==> config.mk <==
export PLATFORM = sky130hd
export DESIGN_NAME = pll_bringup_seq
export DESIGN_NICKNAME = d
export VERILOG_FILES = /design/src/rtl/pbs_pkg.sv /design/src/rtl/pbs_sync.sv /design/src/rtl/pbs_settle_timer.sv /design/src/rtl/pbs_fsm.sv /design/src/rtl/pll_bringup_seq.sv
export SDC_FILE = /design/constraint.sdc
export NUM_CORES = 1
export LEC_CHECK = 0
export ABC_CLOCK_PERIOD_IN_PS = 4120
export BUFFER_PORTS_ARGS = -buffer_cell sky130_fd_sc_hd__clkbuf_2
export CAP_MARGIN = 20
export CORE_MARGIN = 2
export CORE_UTILIZATION = 34
export DETAILED_ROUTE_END_ITERATION = 10
export PLACE_DENSITY_LB_ADDON = 0.3
export SLEW_MARGIN = 25
export SYNTH_ARGS = -nofsm -noshare
export SYNTH_HDL_FRONTEND = slang
export SYNTH_HIERARCHICAL = 1
export SYNTH_SLANG_ARGS = --single-unit
==> constraint.sdc <==
create_clock -name clk -period 4.12 [get_ports clk]
set_input_delay 0.412 -clock clk [delete_from_list [all_inputs] [get_ports clk]]
set_output_delay 0.412 -clock clk [all_outputs]
set_load 0.005 [all_outputs]
==> src/rtl/pbs_pkg.sv <==
package pbs_pkg;
   localparam int unsigned PLL_CNT  = 4;
   localparam int unsigned NEST_IDX = 3;
   localparam int unsigned CODE_W   = 3;

   typedef enum logic [3:0] {
      ST_IDLE,
      ST_DRV,
      ST_PE_ON,
      ST_PM_LOAD,
      ST_TE_OFF,
      ST_MUX,
      ST_RST_OFF,
      ST_WAIT,
      ST_CHECK,
      ST_BYP_OFF,
      ST_CLR_ERR,
      ST_UNMASK,
      ST_FINISH
   } seq_state_e;

   // First PLL at or after index 'from' that must be started:
   // {1, idx} means test-enable step for idx, {0, 3} means go to mux step.
   function automatic logic [2:0] pick_next(input logic [3:0] byp, input logic [2:0] from);
      logic [2:0] r;
      r = 3'b011;
      if (!byp[NEST_IDX]) r = 3'b111;
      for (int k = 2; k >= 0; k--) begin
         if (3'(k) >= from && !byp[k]) r = {1'b1, 2'(k)};
      end
      return r;
   endfunction
endpackage

==> src/rtl/pbs_sync.sv <==
module pbs_sync #(
   parameter int unsigned W      = 4,
   parameter int unsigned STAGES = 2
) (
   input  logic         clk,
   input  logic         rst_n,
   input  logic [W-1:0] d,
   output logic [W-1:0] q
);
   logic [W-1:0] stg [STAGES];

   for (genvar s = 0; s < STAGES; s++) begin : g_stage
      if (s == 0) begin : g_first
         always_ff @(posedge clk or negedge rst_n) begin
            if (!rst_n) stg[0] <= '0;
            else        stg[0] <= d;
         end
      end else begin : g_next
         always_ff @(posedge clk or negedge rst_n) begin
            if (!rst_n) stg[s] <= '0;
            else        stg[s] <= stg[s-1];
         end
      end
   end

   assign q = stg[STAGES-1];
endmodule

==> src/rtl/pbs_settle_timer.sv <==
module pbs_settle_timer #(
   parameter int unsigned CYC = 1000
) (
   input  logic clk,
   input  logic rst_n,
   input  logic load,
   output logic expired
);
   localparam int unsigned CNT_W = $clog2(CYC + 1);

   logic [CNT_W-1:0] cnt;

   always_ff @(posedge clk or negedge rst_n) begin
      if (!rst_n)             cnt <= '0;
      else if (load)          cnt <= CNT_W'(CYC - 1);
      else if (cnt != '0)     cnt <= cnt - 1'b1;
   end

   assign expired = (cnt == '0);
endmodule

==> src/rtl/pbs_fsm.sv <==
module pbs_fsm
   import pbs_pkg::*;
#(
   parameter int unsigned DRV_W = 4,
   parameter int unsigned PM_W  = 2
) (
   input  logic                clk,
   input  logic                rst_n,
   input  logic                start,
   input  logic [PLL_CNT-1:0]  cfg_bypass,
   input  logic                cfg_sync_mode,
   input  logic [DRV_W-1:0]    cfg_drive,
   input  logic                cfg_pulse_en,
   input  logic [PM_W-1:0]     cfg_pulse_mode,
   input  logic [PLL_CNT-1:0]  lock_s,
   input  logic                tmr_expired,
   output logic                tmr_load,
   output logic [PLL_CNT-1:0]  pll_test_en,
   output logic [PLL_CNT-1:0]  pll_reset,
   output logic [PLL_CNT-1:0]  pll_bypass,
   output logic                clkin_sel,
   output logic [DRV_W-1:0]    drive_str,
   output logic                pulse_en,
   output logic [PM_W-1:0]     pulse_mode,
   output logic                err_status_clr,
   output logic                unlock_err_mask,
   output logic                busy,
   output logic                done,
   output logic                err_valid,
   output logic [CODE_W-1:0]   err_code
);
   seq_state_e        state;
   logic [1:0]        idx;
   logic [PLL_CNT-1:0] c_byp;
   logic              c_sync;
   logic [DRV_W-1:0]  c_drv;
   logic              c_pe;
   logic [PM_W-1:0]   c_pm;
   logic [2:0]        nxt_first;
   logic [2:0]        nxt_after;
   logic              nest_last;

   assign nxt_first = pick_next(c_byp, 3'd0);
   assign nxt_after = pick_next(c_byp, {1'b0, idx} + 3'd1);
   assign nest_last = (idx == 2'(NEST_IDX));
   assign tmr_load  = (state == ST_RST_OFF);

   always_ff @(posedge clk or negedge rst_n) begin
      if (!rst_n) begin
         state           <= ST_IDLE;
         idx             <= '0;
         c_byp           <= '0;
         c_sync          <= 1'b0;
         c_drv           <= '0;
         c_pe            <= 1'b0;
         c_pm            <= '0;
         pll_test_en     <= '1;
         pll_reset       <= '1;
         pll_bypass      <= '1;
         clkin_sel       <= 1'b0;
         drive_str       <= '0;
         pulse_en        <= 1'b0;
         pulse_mode      <= '0;
         err_status_clr  <= 1'b0;
         unlock_err_mask <= 1'b1;
         busy            <= 1'b0;
         done            <= 1'b0;
         err_valid       <= 1'b0;
         err_code        <= '0;
      end else begin
         err_status_clr <= 1'b0;
         unique case (state)
            ST_IDLE: if (start) begin
               c_byp     <= cfg_bypass;
               c_sync    <= cfg_sync_mode;
               c_drv     <= cfg_drive;
               c_pe      <= cfg_pulse_en;
               c_pm      <= cfg_pulse_mode;
               busy      <= 1'b1;
               done      <= 1'b0;
               err_valid <= 1'b0;
               err_code  <= '0;
               state     <= ST_DRV;
            end
            ST_DRV: begin
               drive_str <= c_drv;
               if (c_pe) state <= ST_PE_ON;
               else begin
                  state <= nxt_first[2] ? ST_TE_OFF : ST_MUX;
                  idx   <= nxt_first[1:0];
               end
            end
            ST_PE_ON: begin
               pulse_en <= 1'b1;
               state    <= ST_PM_LOAD;
            end
            ST_PM_LOAD: begin
               pulse_mode <= c_pm;
               state      <= nxt_first[2] ? ST_TE_OFF : ST_MUX;
               idx        <= nxt_first[1:0];
            end
            ST_TE_OFF: begin
               pll_test_en[idx] <= 1'b0;
               state            <= nest_last ? ST_MUX : ST_RST_OFF;
            end
            ST_MUX: begin
               if (c_sync) clkin_sel <= 1'b1;
               state <= c_byp[NEST_IDX] ? ST_FINISH : ST_RST_OFF;
            end
            ST_RST_OFF: begin
               pll_reset[idx] <= 1'b0;
               state          <= ST_WAIT;
            end
            ST_WAIT: if (tmr_expired) state <= ST_CHECK;
            ST_CHECK: begin
               if (lock_s[idx]) state <= ST_BYP_OFF;
               else begin
                  err_valid <= 1'b1;
                  err_code  <= CODE_W'({1'b0, idx} + 3'd1);
                  busy      <= 1'b0;
                  state     <= ST_IDLE;
               end
            end
            ST_BYP_OFF: begin
               pll_bypass[idx] <= 1'b0;
               if (nest_last) state <= (c_byp == '0) ? ST_CLR_ERR : ST_FINISH;
               else begin
                  state <= nxt_after[2] ? ST_TE_OFF : ST_MUX;
                  idx   <= nxt_after[1:0];
               end
            end
            ST_CLR_ERR: begin
               err_status_clr <= 1'b1;
               state          <= ST_UNMASK;
            end
            ST_UNMASK: begin
               unlock_err_mask <= 1'b0;
               state           <= ST_FINISH;
            end
            ST_FINISH: begin
               busy  <= 1'b0;
               done  <= 1'b1;
               state <= ST_IDLE;
            end
            default: state <= ST_IDLE;
         endcase
      end
   end
endmodule

==> src/rtl/pll_bringup_seq.sv <==
module pll_bringup_seq
   import pbs_pkg::*;
#(
   parameter int unsigned SETTLE_CYC  = 1000,
   parameter int unsigned DRV_W       = 4,
   parameter int unsigned PM_W        = 2,
   parameter int unsigned SYNC_STAGES = 2
) (
   input  logic             clk,
   input  logic             rst_n,
   input  logic             start,
   input  logic [3:0]       cfg_bypass,
   input  logic             cfg_sync_mode,
   input  logic [DRV_W-1:0] cfg_drive,
   input  logic             cfg_pulse_en,
   input  logic [PM_W-1:0]  cfg_pulse_mode,
   input  logic [3:0]       lock_in,
   output logic [3:0]       pll_test_en,
   output logic [3:0]       pll_reset,
   output logic [3:0]       pll_bypass,
   output logic             clkin_sel,
   output logic [DRV_W-1:0] drive_str,
   output logic             pulse_en,
   output logic [PM_W-1:0]  pulse_mode,
   output logic             err_status_clr,
   output logic             unlock_err_mask,
   output logic             busy,
   output logic             done,
   output logic             err_valid,
   output logic [2:0]       err_code
);
   if (SETTLE_CYC < 1) begin : g_bad_settle
      $error("SETTLE_CYC must be at least 1");
   end
   if (SYNC_STAGES < 2) begin : g_bad_sync
      $error("SYNC_STAGES must be at least 2");
   end
   if (DRV_W < 1 || PM_W < 1) begin : g_bad_width
      $error("field widths must be at least 1");
   end

   logic [PLL_CNT-1:0] lock_s;
   logic               tmr_load;
   logic               tmr_expired;

   pbs_sync #(.W(PLL_CNT), .STAGES(SYNC_STAGES)) u_sync (
      .clk   (clk),
      .rst_n (rst_n),
      .d     (lock_in),
      .q     (lock_s)
   );

   pbs_settle_timer #(.CYC(SETTLE_CYC)) u_timer (
      .clk     (clk),
      .rst_n   (rst_n),
      .load    (tmr_load),
      .expired (tmr_expired)
   );

   pbs_fsm #(.DRV_W(DRV_W), .PM_W(PM_W)) u_fsm (
      .clk             (clk),
      .rst_n           (rst_n),
      .start           (start),
      .cfg_bypass      (cfg_bypass),
      .cfg_sync_mode   (cfg_sync_mode),
      .cfg_drive       (cfg_drive),
      .cfg_pulse_en    (cfg_pulse_en),
      .cfg_pulse_mode  (cfg_pulse_mode),
      .lock_s          (lock_s),
      .tmr_expired     (tmr_expired),
      .tmr_load        (tmr_load),
      .pll_test_en     (pll_test_en),
      .pll_reset       (pll_reset),
      .pll_bypass      (pll_bypass),
      .clkin_sel       (clkin_sel),
      .drive_str       (drive_str),
      .pulse_en        (pulse_en),
      .pulse_mode      (pulse_mode),
      .err_status_clr  (err_status_clr),
      .unlock_err_mask (unlock_err_mask),
      .busy            (busy),
      .done            (done),
      .err_valid       (err_valid),
      .err_code        (err_code)
   );
endmodule

==> Word level (Yosys, flattened, before mapping) <==
Cells that the tools add are included.
{ "word_totals": {"inputBits": 19, "regBits": 64, "output_inout_bits": 28, "word_cells": 113} }
{ "op_classes": {"mux": 38, "n_reduce_logical": 23, "n_addsub": 2, "magnitude_cmp": 5, "bitwise_logic": 4, "eq_ne": 18} }
{ "op_table": {"columns": ["operator", "count"], "rows": [
  ["$pmux W4 S12", 1],
  ["$mux W3", 10],
  ["$mux W4", 6],
  ["$eq A4 B4 Y1 const B", 5],
  ["$mux W10", 2],
  ["$eq A4 B3 Y1 const B", 4],
  ["$and A4 B4 Y4", 3],
  ["$logic_not A10 Y1", 1],
  ["$ne A2 B2 Y1 const B", 5],
  ["$reduce_bool A10 Y1", 1],
  ["$sub A10 B1 Y10 const B", 1],
  ["$mux W1", 9],
  ["$reduce_and A3 Y1", 3],
  ["$eq A4 B2 Y1 const B", 2],
  ["$logic_not A4 Y1", 2],
  ["$reduce_and A2 Y1", 4],
  ["$ge A1 B3 Y1 const A", 2],
  ["$mux W2", 3],
  ["$pmux W2 S3", 1],
  ["$pmux W3 S2", 1],
  ["$reduce_bool A2 Y1", 3],
  ["$reduce_bool A3 Y1", 2],
  ["$eq A4 B1 Y1 const B", 1],
  ["$logic_and A1 B1 Y1", 4],
  ["other kinds (11)", 14]
]} }

==> Logic depth before layout (Yosys ltp) <==
{ "logic_depth": {"word_depth": 9, "mapped_depth": 9, "depth_no_buf": 9} }

==> Hierarchy <==
The synthesis kept the hierarchy.
{ "by_module_without_submodules": {"columns": ["mod", "seq_area_each_um2", "cells_per_inst", "instances", "area_per_inst_um2"], "rows": [
  ["pbs_fsm", 1167.4, 190, 1, 2228.4],
  ["pbs_settle_timer", 250.2, 51, 1, 518.0],
  ["pbs_sync", 200.2, 12, 1, 230.2]
]} }

==> Least setup slack after synthesis <==
Ideal clock, no wire load.
{ "synth_path": {"path_kind": "register -> register", "startpoint": "reg u_timer.cnt[0]", "endpoint": "reg u_fsm.state[2]", "setup_time_ns": 0.134, "t_required_ns": 3.986, "path_buffers": 0, "path_slack_ns": 2.065, "path_stages_with_launch": 10, "synth_period_minus_slack_ns": 2.055, "arrival_time_ns": 1.920, "path_cell_list": "dfrtp_1 inv_1 ha_1 or4b_1 or3_4 clkinv_2 and3_1 o21ai_0 o21ai_0 o21ai_0"} }
{ "synth_via": {"elab_chain_cells": 3} }
{ "synth_rtl": {"columns": ["item", "line", "rtl"], "rows": [
  ["from (decl)", "pbs_settle_timer.sv:11", "logic [CNT_W-1:0] cnt;"],
  ["from (signal assigned)", "pbs_settle_timer.sv:15", "else if (load) cnt <= CNT_W'(CYC - 1);"],
  ["from (signal assigned)", "pbs_settle_timer.sv:16", "else if (cnt != '0) cnt <= cnt - 1'b1;"],
  ["$logic_not A10 Y1", "pbs_settle_timer.sv:19", "assign expired = (cnt == '0);"],
  ["via tmr_expired", "pll_bringup_seq.sv:44", "logic tmr_expired;"],
  ["$ne A2 B2 Y1 (no line)", null, null],
  ["$reduce_and A2 Y1 (no line)", null, null],
  ["to (signal assigned)", "pbs_fsm.sv:89", "state <= nxt_first[2] ? ST_TE_OFF : ST_MUX;"],
  ["to (signal assigned)", "pbs_fsm.sv:99", "state <= nxt_first[2] ? ST_TE_OFF : ST_MUX;"],
  ["to (signal assigned)", "pbs_fsm.sv:104", "state <= nest_last ? ST_MUX : ST_RST_OFF;"],
  ["to (decl)", "pbs_fsm.sv:32", "seq_state_e state;"]
]} }
The timed path passes the listed nets, and every way through them passes these cells.
A chain may end at the register's enable or synchronous reset.

==> Final worst setup path <==
Ends and elaborated chain as after synthesis.

==> summary.txt <==
Worst setup path
  – CP most frequent cell: o21ai_0
  – CP cell instances: inv_1 -> ha_1 -> or4b_1 -> or3_4 -> clkinv_2 -> and3_1 -> o21ai_0 -> o21ai_0 -> o21ai_0
  – Slowest CP cell: or4b_1
  – R2r setup slk: about 1900 ps
  – CP Data Required Time: around 4300 ps
  – R2R Path Start: u_timer/cnt[0]
  – Crit Path Class: flop to flop
  – WP data arrival: roughly 2400 ps
  – Critical Path End Type: flop
  – Setup crit start: u_timer/cnt[0]
  – Reg2reg path depth: 9
  – Reg-to-Reg End: u_fsm/state[2]
  – CP peak stage delay: 470 ps
  – CP startpoint kind: flop
  – Worst-path fanout max: 6

CTS
  – Clock Pin Slew Worst Setup and Hold Paths: ~70 ps
  – TritonCTS clock tree: yes
  – CTS hold repair buffers: 0
  – H-tree Lvls: 3
  – Setup Buffers After CTS: 0
  – Clock latency on the worst-skew pair: around 330 ps
  – Root Buffer: clkbuf_8
  – Post-CTS Resized: 0
  – CTS Sinks: 64
  – Cts bufs inserted: 9
  – CTS Buffer Depth: 2

Timing
  – Post-route setup slack: roughly 1900 ps
  – Final TNS setup: 0 ps
  – Worst slew pin tran: 871.3 ps
  – Final Skew: slightly below 4 ps
  – RSZ-0062 raised after global routing: no
  – Hold slack: between 90 and 100 ps
  – Final worst path period need: 2241 ps
  – Max-slew violation count: 0
  – Slew headroom: between 40% and 50%
  – Final setup violation count: 0
  – Fmax: approximately 0.45 GHz
  – Hold Violations, Final: 0
  – Final period util: a little over half

Detailed routing
  – Initial DRC Count: 134
  – DRC viols: 0
  – DR vias: ~2100
  – DRT Pass-1 Iters: 4
  – Final wirelength: around 5900 um
  – Via density: about 5
  – Average wire per standard cell: roughly 14 um
  – Antenna viol nets, final: 0

Floorplan
  – IO Count: 47
  – Die height: a little under 100 um
  – Die X-Extent: between 90 and 100 um
  – Die Area: around 9500 um^2
  – Core Area: 8593 um^2
  – Initial Util: around a third
  – Core Rows: 34

Yosys
  – Syn_area_per_cell: between 10 and 15 um^2
  – Number of enable flip-flop cells after synthesis: 0
  – Cells after synthesis: around 250
  – Most frequent cells after synthesis: 51 x dfrtp_1, 18 x mux2_2, 15 x nand2_1
  – Async set-reset flop share out of synthesis: between 90% and 100%
  – Post-synthesis sequential area ratio: 54.35%
  – Mapped Area: 2977 um^2
  – Unique cell type count in the Yosys netlist: 58
  – Synth warnings: 6
  – Synth Net Count: 280
  – Synth top area share: between 40% and 50%
  – #FFs+latches synth: between 60 and 70
  – Largest area contributor in the synthesized netlist: dfrtp_1
  – Most used DFF post-synth: dfrtp_1
  – Count leader, synth: dfrtp_1
  – Synth area leaders: dfrtp_1 43%, dfstp_2 11%, mux2_2 6.8%

Place
  – Buffers on Ports: 46
  – Final Wtd Congestion: 0.8348
  – DP Worst Slack: between 1500 and 2000 ps
  – Placed instance area: approximately 3300 um^2
  – Dpl hpwl: 4191 um

Power
  – Max IR drop VDD: between 300 and 400 uV
  – Power Density: 668.2 nW/um^2
  – Leakage: roughly 1.5 nW

Outcome
  – Outcome: complete, no violations

Run
  – MaxCap Viol Count: 0

GRT
  – Largest net degree at the start of global routing: 43
  – GRT Overall Usage: a little over an eighth
  – Initial antenna violation count: 0
  – Vias in the first global route: slightly above 2000
  – Global-route wire length before repair: 10020 um
  – Grt total ovfl: 0

Hold path
  – Min-delay worst type: input port to asynchronous set/reset pin

Layout
  – Layout cells sized above 1: approximately a third
  – Final nets: ~330
  – Design area: about 3500 um^2
  – Area Growth Syn to Fin: 17.74%
  – Antenna cell count: 0
## how the worst max path moves through the flow
stage	endpoint	slack [ps]
detailed placement	u_fsm/state[2]	1910
global route	u_fsm/state[2]	1730
global placement	u_fsm/state[2]	1960
floorplan	u_fsm/state[2]	2070
finish	u_fsm/state[2]	1880
CTS	u_fsm/state[2]	1900
## flip-flops by register name, summed over array words and instances (netlist names), 2 cells and up
name and cells:
u_timer/cnt 10, u_fsm/c_byp 4, u_fsm/c_drv 4, u_fsm/drive_str 4, u_fsm/pll_bypass 4, u_fsm/pll_reset 4
u_fsm/pll_test_en 4, u_fsm/state 4, u_sync/q 4, u_sync/stg 4, u_fsm/err_code 3, u_fsm/c_pm 2
u_fsm/idx 2, u_fsm/pulse_mode 2
## cells in the final DEF (no fill, tap or decap), drive strengths merged, types with 2 or more instances in the layout
cell and instances:
a31oi 2, and3 3, o2bb2ai 2, o31ai 3
dfstp 13, clkinv 2, o31a 2, mux2 19
a211o 2, a21oi 13, nand2 15, o21ai 11
bufinv 2, nor3 7, mux2i 6, dfrtp 51
clkbuf 59, o22ai 2, or4 2, nor2b 2
or3 3, nand2b 7, nand3 4, nor4b 3
a21boi 12, ha 8, inv 15, nor2 12
## power breakdown
part | internal (mW) | total (mW) | switching [mW]
combinational | 0.351 | 0.705 | 0.355
sequential | 0.808 | 1.04 | 0.232
clock | 0.373 | 0.596 | 0.223
## cell families after synthesis
family,synth area share [%]
flip-flops,54.35
multiplexers,10.09
buffers and inverters,4.455
adder cells (fa/ha/maj),3.363
AND/OR/NAND/NOR,13.28
XOR/XNOR,0.2943
AO/OA/AOI/OAI,14.17
## critical path, delay by kind of cell (launching register included)
kind                     cells  cell delay, ps
AND/OR/NAND/NOR              3            1040
adder cells (fa/ha/maj)      1             250
buffers and inverters        2             200
AO/OA/AOI/OAI                3             230
flip-flops                   1             400
## metal layers
| metal | up-vias | GRT usage, % | part of all wire, % |
|---|---|---|---|
| li1 | 992 | - | - |
| met1 | 1036 | 18.01 | 46 |
| met2 | 51 | 19.05 | 47 |
| met3 | 15 | 3.381 | 4.2 |
| met4 | 0 | 7.585 | 2.6 |
| met5 | - | 0 | 0 |
## area by class of cell
class	instances	area [um^2]
fill	846	5089
clock inverter	3	65.06
sequential	64	1618
multi-input combinational	161	1226
clock buffer	13	158.9
timing repair buffer	47	240.2
tap	108	135.1
inverter	16	61.31
## metrics by stage
step / total power, mW / cells / utilization [%]
after global placement: 1.742 / 396 / 38.15
after global routing: 2.521 / 412 / 40.78
after CTS: 2.369 / 412 / 40.78
after floorplan: 1.541 / 253 / -
after detailed placement: 1.759 / 396 / 38.18
final: 2.342 / 412 / 40.78
Power figures use the tool's default switching activity.
